## src/rtl/supv_pkg.sv

```systemverilog
package supv_pkg;

   typedef enum logic [1:0] {
      SQ_HOLD = 2'd0,
      SQ_WAIT = 2'd1,
      SQ_RUN  = 2'd2
   } seq_state_e;

   // table depth per variant
   function automatic int unsigned tbl_depth(input int variant);
      return (variant == 0) ? 4 : 5;
   endfunction

   // timeout table entry in microseconds
   function automatic int unsigned tmo_us(input int variant, input int idx);
      int unsigned v;
      if (variant == 0) begin
         case (idx)
            0:       v = 100;
            1:       v = 16000;
            2:       v = 64000;
            default: v = 128000;
         endcase
      end else begin
         case (idx)
            0:       v = 16000;
            1:       v = 32000;
            2:       v = 64000;
            3:       v = 128000;
            default: v = 256000;
         endcase
      end
      return v;
   endfunction

   function automatic int unsigned tmo_max_us(input int variant);
      return tmo_us(variant, 7);
   endfunction

   function automatic int unsigned tmo_min_us(input int variant);
      return tmo_us(variant, 0);
   endfunction

endpackage

```

## src/rtl/supv_sync.sv

```systemverilog
module supv_sync #(
   parameter int   STAGES  = 2,
   parameter logic RST_VAL = 1'b1
) (
   input  logic clk,
   input  logic rst_n,
   input  logic d,
   output logic q
);
   logic [STAGES-1:0] pipe_q;

   always_ff @(posedge clk or negedge rst_n) begin
      if (!rst_n) pipe_q <= {STAGES{RST_VAL}};
      else        pipe_q <= {pipe_q[STAGES-2:0], d};
   end

   assign q = pipe_q[STAGES-1];
endmodule

```

## src/rtl/supv_glitch_filt.sv

```systemverilog
module supv_glitch_filt #(
   parameter int   CYC  = 4,
   parameter logic INIT = 1'b1
) (
   input  logic clk,
   input  logic rst_n,
   input  logic d,
   output logic q
);
   localparam int RUN_W = (CYC < 2) ? 1 : $clog2(CYC + 1);

   logic [RUN_W-1:0] run_q;
   logic             lvl_q;

   // a new level is taken only after CYC consecutive mismatching samples
   always_ff @(posedge clk or negedge rst_n) begin
      if (!rst_n) begin
         lvl_q <= INIT;
         run_q <= '0;
      end else if (d == lvl_q) begin
         run_q <= '0;
      end else if (run_q == RUN_W'(CYC - 1)) begin
         lvl_q <= d;
         run_q <= '0;
      end else begin
         run_q <= run_q + 1'b1;
      end
   end

   assign q = lvl_q;
endmodule

```

## src/rtl/supv_tmo_ctr.sv

```systemverilog
module supv_tmo_ctr
   import supv_pkg::*;
#(
   parameter int VARIANT  = 0,
   parameter int TIME_DIV = 1,
   parameter int SEL_W    = 3,
   parameter int CNT_W    = 18
) (
   input  logic             clk,
   input  logic             rst_n,
   input  logic             start,
   input  logic             en,
   input  logic             tick,
   input  logic [SEL_W-1:0] sel,
   output logic             expire
);
   localparam int DEPTH = int'(tbl_depth(VARIANT));

   logic [CNT_W-1:0] tbl [DEPTH];
   logic [CNT_W-1:0] lim_sel;
   logic [CNT_W-1:0] lim_q;
   logic [CNT_W-1:0] cnt_q;

   for (genvar gi = 0; gi < DEPTH; gi++) begin : g_tbl
      assign tbl[gi] = CNT_W'(tmo_us(VARIANT, gi) / TIME_DIV);
   end

   // codes past the end fall through to the last entry
   always_comb begin
      lim_sel = tbl[DEPTH-1];
      for (int i = DEPTH - 2; i >= 0; i--) begin
         if (sel == SEL_W'(i)) lim_sel = tbl[i];
      end
   end

   always_ff @(posedge clk or negedge rst_n) begin
      if (!rst_n) begin
         lim_q <= '0;
         cnt_q <= '0;
      end else if (start) begin
         lim_q <= lim_sel;
         cnt_q <= '0;
      end else if (en && tick) begin
         cnt_q <= cnt_q + 1'b1;
      end
   end

   assign expire = en && tick && (cnt_q == lim_q - 1'b1);
endmodule

```

## src/rtl/supv_rst_seq.sv

```systemverilog
module supv_rst_seq
   import supv_pkg::*;
#(
   parameter int VARIANT     = 0,
   parameter int HAS_MANUAL  = 1,
   parameter int SYNC_STAGES = 2,
   parameter int MR_FILT_CYC = 4,
   parameter int TIME_DIV    = 1,
   parameter int SEL_W       = 3
) (
   input  logic             clk,
   input  logic             rst_n,
   input  logic             tick_us,
   input  logic             sup_low,
   input  logic             sup_ok_hys,
   input  logic             mr_n,
   input  logic [SEL_W-1:0] tmo_sel,
   output logic             rst_out_n,
   output logic             rst_rel
);
   localparam int MAX_TICKS = int'(tmo_max_us(VARIANT)) / TIME_DIV;
   localparam int CNT_W     = $clog2(MAX_TICKS + 1);

   initial begin
      assert (VARIANT == 0 || VARIANT == 1)
         else $error("VARIANT must be 0 or 1");
      assert (HAS_MANUAL == 0 || HAS_MANUAL == 1)
         else $error("HAS_MANUAL must be 0 or 1");
      assert (SYNC_STAGES >= 2)
         else $error("SYNC_STAGES must be at least 2");
      assert (MR_FILT_CYC >= 1)
         else $error("MR_FILT_CYC must be at least 1");
      assert (TIME_DIV >= 1 && (tmo_min_us(VARIANT) % TIME_DIV) == 0)
         else $error("TIME_DIV must divide the smallest table entry");
      assert ((1 << SEL_W) >= int'(tbl_depth(VARIANT)))
         else $error("SEL_W too narrow for the table");
   end

   logic mr_act;

   if (HAS_MANUAL != 0) begin : g_manual
      logic mr_sync;
      logic mr_filt;

      supv_sync #(
         .STAGES (SYNC_STAGES),
         .RST_VAL(1'b1)
      ) u_sync (
         .clk  (clk),
         .rst_n(rst_n),
         .d    (mr_n),
         .q    (mr_sync)
      );

      supv_glitch_filt #(
         .CYC (MR_FILT_CYC),
         .INIT(1'b1)
      ) u_filt (
         .clk  (clk),
         .rst_n(rst_n),
         .d    (mr_sync),
         .q    (mr_filt)
      );

      assign mr_act = ~mr_filt;
   end else begin : g_no_manual
      assign mr_act = 1'b0;
   end

   seq_state_e st_q;
   seq_state_e st_nxt;
   logic       hold;
   logic       cnt_start;
   logic       cnt_en;
   logic       expire;
   logic       rst_q;
   logic       rel_q;

   assign hold   = sup_low || mr_act;
   assign cnt_en = (st_q == SQ_WAIT) && !hold;

   supv_tmo_ctr #(
      .VARIANT (VARIANT),
      .TIME_DIV(TIME_DIV),
      .SEL_W   (SEL_W),
      .CNT_W   (CNT_W)
   ) u_tmo (
      .clk   (clk),
      .rst_n (rst_n),
      .start (cnt_start),
      .en    (cnt_en),
      .tick  (tick_us),
      .sel   (tmo_sel),
      .expire(expire)
   );

   always_comb begin
      st_nxt    = st_q;
      cnt_start = 1'b0;
      case (st_q)
         SQ_HOLD: begin
            if (!hold && sup_ok_hys) begin
               st_nxt    = SQ_WAIT;
               cnt_start = 1'b1;
            end
         end
         SQ_WAIT: begin
            if (hold)        st_nxt = SQ_HOLD;
            else if (expire) st_nxt = SQ_RUN;
         end
         SQ_RUN: begin
            if (hold) st_nxt = SQ_HOLD;
         end
         default: st_nxt = SQ_HOLD;
      endcase
   end

   always_ff @(posedge clk or negedge rst_n) begin
      if (!rst_n) begin
         st_q  <= SQ_HOLD;
         rst_q <= 1'b0;
         rel_q <= 1'b0;
      end else begin
         st_q  <= st_nxt;
         rst_q <= (st_nxt == SQ_RUN);
         rel_q <= (st_q == SQ_WAIT) && (st_nxt == SQ_RUN);
      end
   end

   assign rst_out_n = rst_q;
   assign rst_rel   = rel_q;
endmodule

```

## config.mk

```make
export PLATFORM = sky130hd
export DESIGN_NAME = supv_rst_seq
export DESIGN_NICKNAME = d
export VERILOG_FILES = /design/src/rtl/supv_pkg.sv /design/src/rtl/supv_sync.sv /design/src/rtl/supv_glitch_filt.sv /design/src/rtl/supv_tmo_ctr.sv /design/src/rtl/supv_rst_seq.sv
export SDC_FILE = /design/constraint.sdc
export NUM_CORES = 1
export LEC_CHECK = 0
export ABC_AREA = 1
export BUFFER_PORTS_ARGS = -buffer_cell sky130_fd_sc_hd__buf_2
export CAP_MARGIN = 20
export CORE_MARGIN = 2
export CORE_UTILIZATION = 55
export DETAILED_ROUTE_END_ITERATION = 10
export GPL_ROUTABILITY_DRIVEN = 0
export PLACE_DENSITY = 0.84
export SLEW_MARGIN = 20
export SYNTH_ARGS = -nofsm -noshare
export SYNTH_HDL_FRONTEND = slang
export SYNTH_SLANG_ARGS = --single-unit
export TNS_END_PERCENT = 5
```

## constraint.sdc

```tcl
create_clock -name clk -period 4.7 [get_ports clk]
set_input_delay 0.235 -clock clk [delete_from_list [all_inputs] [get_ports clk]]
set_output_delay 0.235 -clock clk [all_outputs]
set_load 0.05 [all_outputs]
```

# Word level (Yosys, flattened, before mapping)
# Cells that the tools add are included.
# totals
elab_cells	46
inputBits	9
ram_bits	0
reg_bits	44
mem_bits_ro	0
out_inout_bits	2
memories	0
latchBits	0
# classes
bitwise	2
addsub	3
n_shift	0
div_mod_pow	0
muxes	14
mul	0
reduce_logical	11
eq_ne	8
order_cmp	0
# ops
op	count
2-to-1 mux 17 bit	5
adder 17 x 1 -> 17 bit (second input constant)	1
== test 17 bit	1
subtractor 17 x 1 -> 17 bit (second input constant)	1
2-to-1 mux 2 bit	4
== test 3 x 2 -> 1 bit (second input constant)	2
2-to-1 mux 3 bit	2
case mux 2 bit (3 select lines)	1
logical AND 1 bit	5
== test 2 bit (second input constant)	2
adder 3 x 1 -> 3 bit (second input constant)	1
== test 3 x 1 -> 1 bit (second input constant)	1
logical NOT 3 bit	1
== test 2 x 1 -> 1 bit (second input constant)	1
logical NOT 2 bit	1
2-to-1 mux 1 bit	2
inverter 1 bit	2
AND reduction 2 bit	1
nonzero test 2 bit	1
== test 1 bit	1
logical NOT 1 bit	1
logical OR 1 bit	1

# Logic depth before layout (Yosys ltp)
# Gate-level depths: netlist of run 1.
# depth
word_depth	11
mapped_depth	14
depth_no_buf	14

# Hierarchy
# A second synthesis of run 1 with hierarchy kept.
# unflattened
cells_unflattened	287
hier_area_um2	2010.7
# modules_own_cells
mod	seq_area_each_um2	area_per_inst_um2	cells_each	instances
supv_tmo_ctr	600.6	1582.8	238	1
supv_glitch_filt	101.3	190.2	23	1
supv_rst_seq	100.1	185.2	24	1
supv_sync	52.6	52.6	2	1

# Worst setup path after synthesis of run 1
# Ideal clock, no wire load.
# synth_path
path_kind	register -> register
start	register u_tmo.lim_q[6]
end	register st_q[0]
arrival_ps	1579
n_path_buf	0
path_stages_with_launch	14
setup_slack_ps	3004
setup_time_ps	116
period_less_slack_ps	1696
required_ps	4584
cell_sequence	dfrtp_1 inv_1 ha_1 ha_1 nand2_1 nand2_1 nor2_1 nand2_1 nor2_1 nand2_1 nor2_2 nand2_2 nand2_1 nand2_1
# synth_via
elab_chain_len	6
# synth_lines
element	line	text
start, declared	supv_tmo_ctr.sv:21	logic [CNT_W-1:0] lim_q;
start signal, assigned	supv_tmo_ctr.sv:41	lim_q <= lim_sel;
subtractor 17 x 1 -> 17 bit	supv_tmo_ctr.sv:48	assign expire = en && tick && (cnt_q == lim_q - 1'b1);
== test 17 bit	supv_tmo_ctr.sv:48	
logical AND 1 bit	supv_tmo_ctr.sv:48	
2-to-1 mux 2 bit	supv_rst_seq.sv:109	else if (expire) st_nxt = SQ_RUN;
2-to-1 mux 2 bit	supv_rst_seq.sv:108	if (hold) st_nxt = SQ_HOLD;
case mux 2 bit (3 select lines)	supv_rst_seq.sv:100	case (st_q)
via st_nxt[0]	supv_rst_seq.sv:71	seq_state_e st_nxt;
end signal, assigned	supv_rst_seq.sv:124	st_q <= st_nxt;
end, declared	supv_rst_seq.sv:70	seq_state_e st_q;
# The timed path passes the listed nets, and every way through them passes these cells.
# A chain may end at the register's enable or synchronous reset.

# Worst setup path in the final report of run 1
# layout_path
start	register g_manual.u_filt.lvl_q (netlist: g_manual.u_filt.q)
end	register u_tmo.cnt_q[1]
# layout_via
elab_chain_len	7
elab_cells_between_ends	10
classes_between	3 x mux; 1 x bitwise; 6 x reduce/logical
# layout_lines
element	line	text
start, declared	supv_glitch_filt.sv:13	logic lvl_q;
start signal, assigned	supv_glitch_filt.sv:18	lvl_q <= INIT;
start signal, assigned	supv_glitch_filt.sv:23	lvl_q <= d;
inverter 1 bit *	supv_rst_seq.sv:65	assign mr_act = ~mr_filt;
logical OR 1 bit *	supv_rst_seq.sv:79	assign hold = sup_low || mr_act;
logical NOT 1 bit *	supv_rst_seq.sv:80, supv_rst_seq.sv:102	
logical AND 1 bit	supv_rst_seq.sv:102	if (!hold && sup_ok_hys) begin
2-to-1 mux 1 bit	supv_rst_seq.sv:102	
2-to-1 mux 1 bit	supv_rst_seq.sv:100	
2-to-1 mux 17 bit / nonzero test 2 bit (equally long branches)	-	
end signal, assigned	supv_tmo_ctr.sv:44	cnt_q <= cnt_q + 1'b1;
end, declared	supv_tmo_ctr.sv:22	logic [CNT_W-1:0] cnt_q;
# Every way passes the cells marked *; elsewhere a longest branch is shown, timed or not.

==> results of run 1 <==
synth_stat cells:
library cell  instances
xor2_1                4
o21ai_0              17
nand4_1              13
nor3_2                1
or2_2                 1
mux2_2                1
inv_2                 6
dfrtp_1              31
nand2_4               1
nand2_1              80
xnor2_1               2
o21ai_1               5
nor2_2                8
dfstp_2               3
ha_1                  5
a31oi_1               1
nand3_1              17
inv_1                47
nor2_4                2
a21oi_1               5
o21a_1                1
buf_6                 1
nor3b_1               1
o22ai_1               1
nor3_1                9
nor2_1               25
nand2_2               7
buf_4                 2
a22o_1                1
layout make-up:
class                           count  area share (%)
Inverter                           53            8.56
Sequential cell                    34            36.8
Multi-Input combinational cell    208            45.0
Tap cell                           48            2.58
Clock buffer                        5            2.96
Timing Repair Buffer               10            2.15
Clock inverter                      3            1.94
stage by stage:
| step | worst slack, ns | utilization (%) |
|---|---|---|
| global route | 2.19 | 63.0 |
| global placement | 2.53 | 59.9 |
| finish | 2.39 | 63.0 |
| detailed placement | 2.42 | 59.9 |
| CTS | 2.42 | 63.0 |
| floorplan | 3.00 | - |
flip-flops by register name (all words and copies together), names as in the netlist:
name,count
u_tmo.cnt_q,17
u_tmo.lim_q,7
g_manual.u_filt.run_q,3
g_manual.u_sync.pipe_q,2
st_q,2
g_manual.u_filt.q,1
rst_out_n,1
rst_rel,1
critical path, cell delays in order, from the launching register on:
cell and delay, ns:
dfstp_2 0.56, nand2_2 0.08, inv_1 0.07, nand4_1 0.67, nand2_2 0.52, inv_1 0.11
a22o_1 0.18
power groups by stage:
stage                     Clock, mW  Combinational (mW)  Sequential (mW)
after global placement            0               0.430            0.455
after floorplan                   0               0.359            0.437
after detailed placement          0               0.449            0.461
after CTS                     0.282               0.457            0.456
final                         0.276               0.462            0.459
after global routing          0.293               0.533            0.467
worst min path at each step:
stage	startpoint	endpoint	slack, ns
finish	rst_n	u_tmo.cnt_q[2]$_DFFE_PN0P_	-0.007
global route	mr_n	g_manual.u_sync.pipe_q[0]$_DFF_PN1_	0.03
CTS	rst_n	u_tmo.cnt_q[13]$_DFFE_PN0P_	0.02
detailed placement	rst_n	u_tmo.cnt_q[2]$_DFFE_PN0P_	0.34
global placement	rst_n	u_tmo.cnt_q[2]$_DFFE_PN0P_	0.33
floorplan	rst_n	g_manual.u_filt.run_q[0]$_DFF_PN0_	-0.06
per-layer routing:
layer	routed length (um)	global-route usage, %	up-vias
met5	0	0	-
met4	93	9.95	0
met3	382	6.30	14
met2	2260	42.0	76
met1	2100	32.7	879
li1	-	-	971
cell families (layout without fill, tap and decap cells):
logic type,Yosys count,in the layout,synth area share (%)
AO/OA/AOI/OAI,31,31,7.71
XOR/XNOR,6,6,2.47
adder cells (fa/ha/maj),5,5,2.94
buffers and inverters,56,71,10.6
flip-flops,34,34,40.2
multiplexers,1,1,0.529
AND/OR/NAND/NOR,165,165,35.6
==> impl_metrics.csv, run 1 <==
group,metric,value,unit
flow_run,drv_cap,0,
setup_path,cp-endpoint,"u_tmo.cnt_q[1]$_DFFE_PN0P_",
placed_design,placed_area,2210,um2
routing,routed_wirelength,4840,um
logic_synthesis,synth_cells,298,
setup_path,required,4.89,ns
power,power_frac_clock,23.1,%
power,switching_share,42.1,%
setup_path,rrSetupSlack,2.39,ns
timing,finalSetupViolations,0,
logic_synthesis,yosys_warnings,0,
logic_synthesis,yosys-top-cells-area,"dfrtp_1 (36%), nand2_1 (14%), inv_1 (8.3%)",
clock_tree,cts_resized,0,
logic_synthesis,synth_nets,312,
timing,worstMarginPinSlew,0.881,ns
logic_synthesis,yosysSeqAreaShare,40.2,%
die,die_h,66.2,um
die,rows,22,
power,p_leak,1.18,nW
cells_and_area,diodes,0,
power,p_sw,505,uW
cells_and_area,drive_gt1_share,15.3,%
global_routing,grt_overflow,0,
timing,fmax,433,MHz
global_routing,grt_max_degree,35,
power,power_frac_seq,38.3,%
timing,final_hold_viol_count,16,
hold_path,min_path_type,"in2async",
timing,period_share,49.1,%
clock_tree,cts_sinks,34,
global_routing,grt.total_usage,25.7,%
setup_path,worstSetupPathType,"reg2reg",
global_routing,grt_pass1_wl,8430,um
placed_design,dp_hpwl,3540,um
die,start_util,57.7,%
power,total_power,1.20,mW
power,vdd_drop_max,0.233,mV
placed_design,portBuffers,10,
clock_tree,cts.clk_slew.worst_paths,0.07,ns
logic_synthesis,ys_types,29,
die,die_x,66.2,um
routing,viasPerCell,5.37,
timing,maxSlewViolCount,0,
cells_and_area,final_cell_mix,"nand2_1 (80), inv_1 (47), dfrtp_1 (31)",
timing,grt_setup_unrepaired,"false",
routing,firstDrtPassIters,5,
clock_tree,cts_buffers,5,
setup_path,start_kind,"flip-flop",
setup_path,reg2reg_to,"u_tmo.cnt_q[1]$_DFFE_PN0P_",
cells_and_area,finish.instance_area,2320,um2
global_routing,antenna_found_initial,0,
clock_tree,clk_latency,0.30,ns
clock_tree,cts_root_buffer,"clkbuf_8",
setup_path,critical_path.max_fanout,20,
cells_and_area,regArea,855,um2
cells_and_area,fin_cells,361,
logic_synthesis,synth_top_area_share,36.5,%
routing,num_vias,1940,
timing,final.setup_skew,0.0101,ns
timing,setup_tns,0,ns
routing,drc_errors,0,
status,status,"finished with violations",
cells_and_area,multi_input_area,1050,um2
routing,drtIter0Drc,156,
clock_tree,htreeDepth,2,
clock_tree,postCtsSetupBuffers,0,
cells_and_area,nets,326,
power,powerDensity,515,nW/um2
timing,holdWs,-0.00661,ns
setup_path,rr_worst_depth,6,
timing,post-route-min-period,2.31,ns
logic_synthesis,synth_top_cell_by_area,"dfrtp_1",
setup_path,startpoint,"g_manual.u_filt.q$_DFFE_PN1P_",
cells_and_area,syn2layout_area_growth,9.29,%
die,core,3690,um2
routing,wire_per_inst,13.4,um
setup_path,endpoint_kind,"flip-flop",
power,power_frac_comb,38.6,%
routing,antenna_left,0,
logic_synthesis,synth_area,2130,um2
setup_path,arrival,2.50,ns
timing,slew_headroom,41.1,%
status,violations,"hold timing",
clock_tree,ctsHoldBuffers,0,
clock_tree,clk_path_buf_depth,2,
placed_design,numPlacedInstances,353,
die,boundaryPins,11,
cells_and_area,final_common_cell,"nand2_1",
cells_and_area,fillerInstances,324,
logic_synthesis,syn_area_per_cell,7.14,um2
logic_synthesis,yosys_register_bits,34,
global_routing,grt_pass1_vias,1918,
power,p_int,693,uW
clock_tree,cts_tree,"yes",
setup_path,reg2reg_from,"g_manual.u_filt.q$_DFFE_PN1P_",
die,dieArea,4380,um2
Note: power is estimated with default switching activity, not from simulation.
==> run 2: changes to the inputs <==
clock period = 2.3 ns   (was 4.7 ns; I/O delays follow)
==> impl_metrics.csv, run 2 (synthesized netlist as in run 1, its figures left out) <==
group,metric,value,unit
status,status,"finished, final reports clean",
setup_path,arrival,2.12,ns
hold_path,min_path_type,"in2reg",
cells_and_area,top_regs,"u_tmo.cnt_q (17), u_tmo.lim_q (7), g_manual.u_filt.run_q (3)",
global_routing,grt.total_usage,24.4,%
routing,viasPerCell,5.35,
timing,setup_tns,0,ns
clock_tree,clk_path_buf_depth,2,
power,powerDensity,995,nW/um2
setup_path,rrSetupSlack,0.35,ns
timing,finalSetupViolations,0,
setup_path,required,2.47,ns
cells_and_area,largest_register_ffs,17,
timing,post-route-min-period,1.95,ns
setup_path,worstSetupPathType,"reg2reg",
timing,slew_headroom,50.0,%
setup_path,endpoint_kind,"flip-flop",
power,vdd_drop_max,0.441,mV
setup_path,start_kind,"flip-flop",
die,boundaryPins,11,
global_routing,grt_pass1_wl,8030,um
die,rows,22,
clock_tree,cts_tree,"yes",
placed_design,portBuffers,10,
die,start_util,57.7,%
clock_tree,htreeDepth,2,
clock_tree,cts.clk_slew.worst_paths,0.07,ns
clock_tree,cts_sinks,34,
setup_path,critical_path.max_fanout,5,
cells_and_area,final_cell_mix,"nand2_1 (80), inv_1 (47), dfrtp_1 (31)",
routing,num_vias,1949,
timing,maxSlewViolCount,0,
timing,final_hold_viol_count,0,
routing,wire_per_inst,12.6,um
global_routing,grt_pass1_vias,1843,
routing,firstDrtPassIters,4,
die,die_x,66.2,um
cells_and_area,fin_cells,364,
routing,routed_wirelength,4600,um
die,dieArea,4380,um2
placed_design,numPlacedInstances,354,
global_routing,grt_overflow,0,
clock_tree,cts_buffers,5,
clock_tree,cts_root_buffer,"clkbuf_8",
routing,drc_errors,0,
die,core,3690,um2
timing,period_share,84.8,%
routing,drtIter0Drc,120,
global_routing,grt_max_degree,35,
power,p_leak,1.19,nW
timing,grt_setup_unrepaired,"false",
die,die_h,66.2,um
routing,antenna_left,0,
global_routing,antenna_found_initial,0,
flow_run,drv_cap,0,
cells_and_area,nets,329,
cells_and_area,regMostFlops,"u_tmo.cnt_q",
cells_and_area,final_common_cell,"nand2_1",
cells_and_area,drive_gt1_share,15.2,%
clock_tree,clk_latency,0.29,ns
timing,worstMarginPinSlew,0.750,ns
placed_design,dp_hpwl,3500,um
cells_and_area,diodes,0,
timing,final.setup_skew,0.0107,ns
cells_and_area,syn2layout_area_growth,9.53,%
timing,fmax,512,MHz
-- run 2: power breakdown --
part,internal (mW),leakage [nW],total (mW),switching (mW)
Combinational,0.333,0.696,0.931,0.598
Clock,0.241,0.0482,0.454,0.212
Sequential,0.767,0.444,0.933,0.166
Total,1.34,1.19,2.32,0.977
-- run 2: worst paths after layout --
check,cells after the start,start,to
min in group asynchronous,2,rst_n,u_tmo.cnt_q[2]$_DFFE_PN0P_
worst max-delay path,14,u_tmo.lim_q[6]$_DFFE_PN0P_,st_q[0]$_DFF_PN0_
max in group asynchronous,2,rst_n,u_tmo.cnt_q[13]$_DFFE_PN0P_
worst max register to register,14,u_tmo.lim_q[6]$_DFFE_PN0P_,st_q[0]$_DFF_PN0_
worst min register to register,0,g_manual.u_sync.pipe_q[0]$_DFF_PN1_,g_manual.u_sync.pipe_q[1]$_DFF_PN1_
worst min-delay path,4,tmo_sel[0],u_tmo.lim_q[10]$_DFFE_PN0P_
-- run 2: final cells by class --
class	instances	area, um2
repair buffers	13	77.6
flip-flops and latches	34	855
multi-input cells	208	1050
well taps	48	60.1
clock inverters	1	5.00
fillers	338	1360
clock buffers	7	86.3
inverters	53	199
-- run 2: worst max-delay path: stages (launching register included) --
cell and delay (ns):
dfrtp_1 0.43, inv_1 0.17, ha_1 0.23, ha_1 0.16, inv_1 0.03, nor2_1 0.11, inv_1 0.08, nor2_1 0.11
nand2_1 0.07, nand2_1 0.07, nand2_1 0.07, nor2_2 0.11, nand2_2 0.07, nand2_1 0.06, nand2_1 0.04
-- run 2: timing repair --
action,4_1_cts,5_1_grt
setup endpoints to repair,0,0
endpoints found under the hold margin,32,0
hold buffers,2,0
setup buffers,0,0
resized for setup,0,0
-- run 2: per-stage QoR --
stage / hold slack [ns] / setup WS [ns] / utilization [%] / power (mW) / area (um2)
floorplan: -0.181 / 0.604 / - / 1.63 / 2130
global placement: 0.217 / 0.503 / 60.1 / 1.82 / 2220
detailed placement: 0.221 / 0.371 / 60.1 / 1.86 / 2220
CTS: 0.168 / 0.351 / 63.2 / 2.33 / 2330
global route: 0.200 / 0.128 / 63.2 / 2.53 / 2330
finish: 0.182 / 0.348 / 63.2 / 2.32 / 2330
-- run 2: metal layers --
| layer | track usage (%) | part of all wire, % |
|---|---|---|
| met5 | 0 | 0 |
| met4 | 10.2 | 2.1 |
| met3 | 5.96 | 5.1 |
| met2 | 40.1 | 48 |
| met1 | 30.4 | 44 |
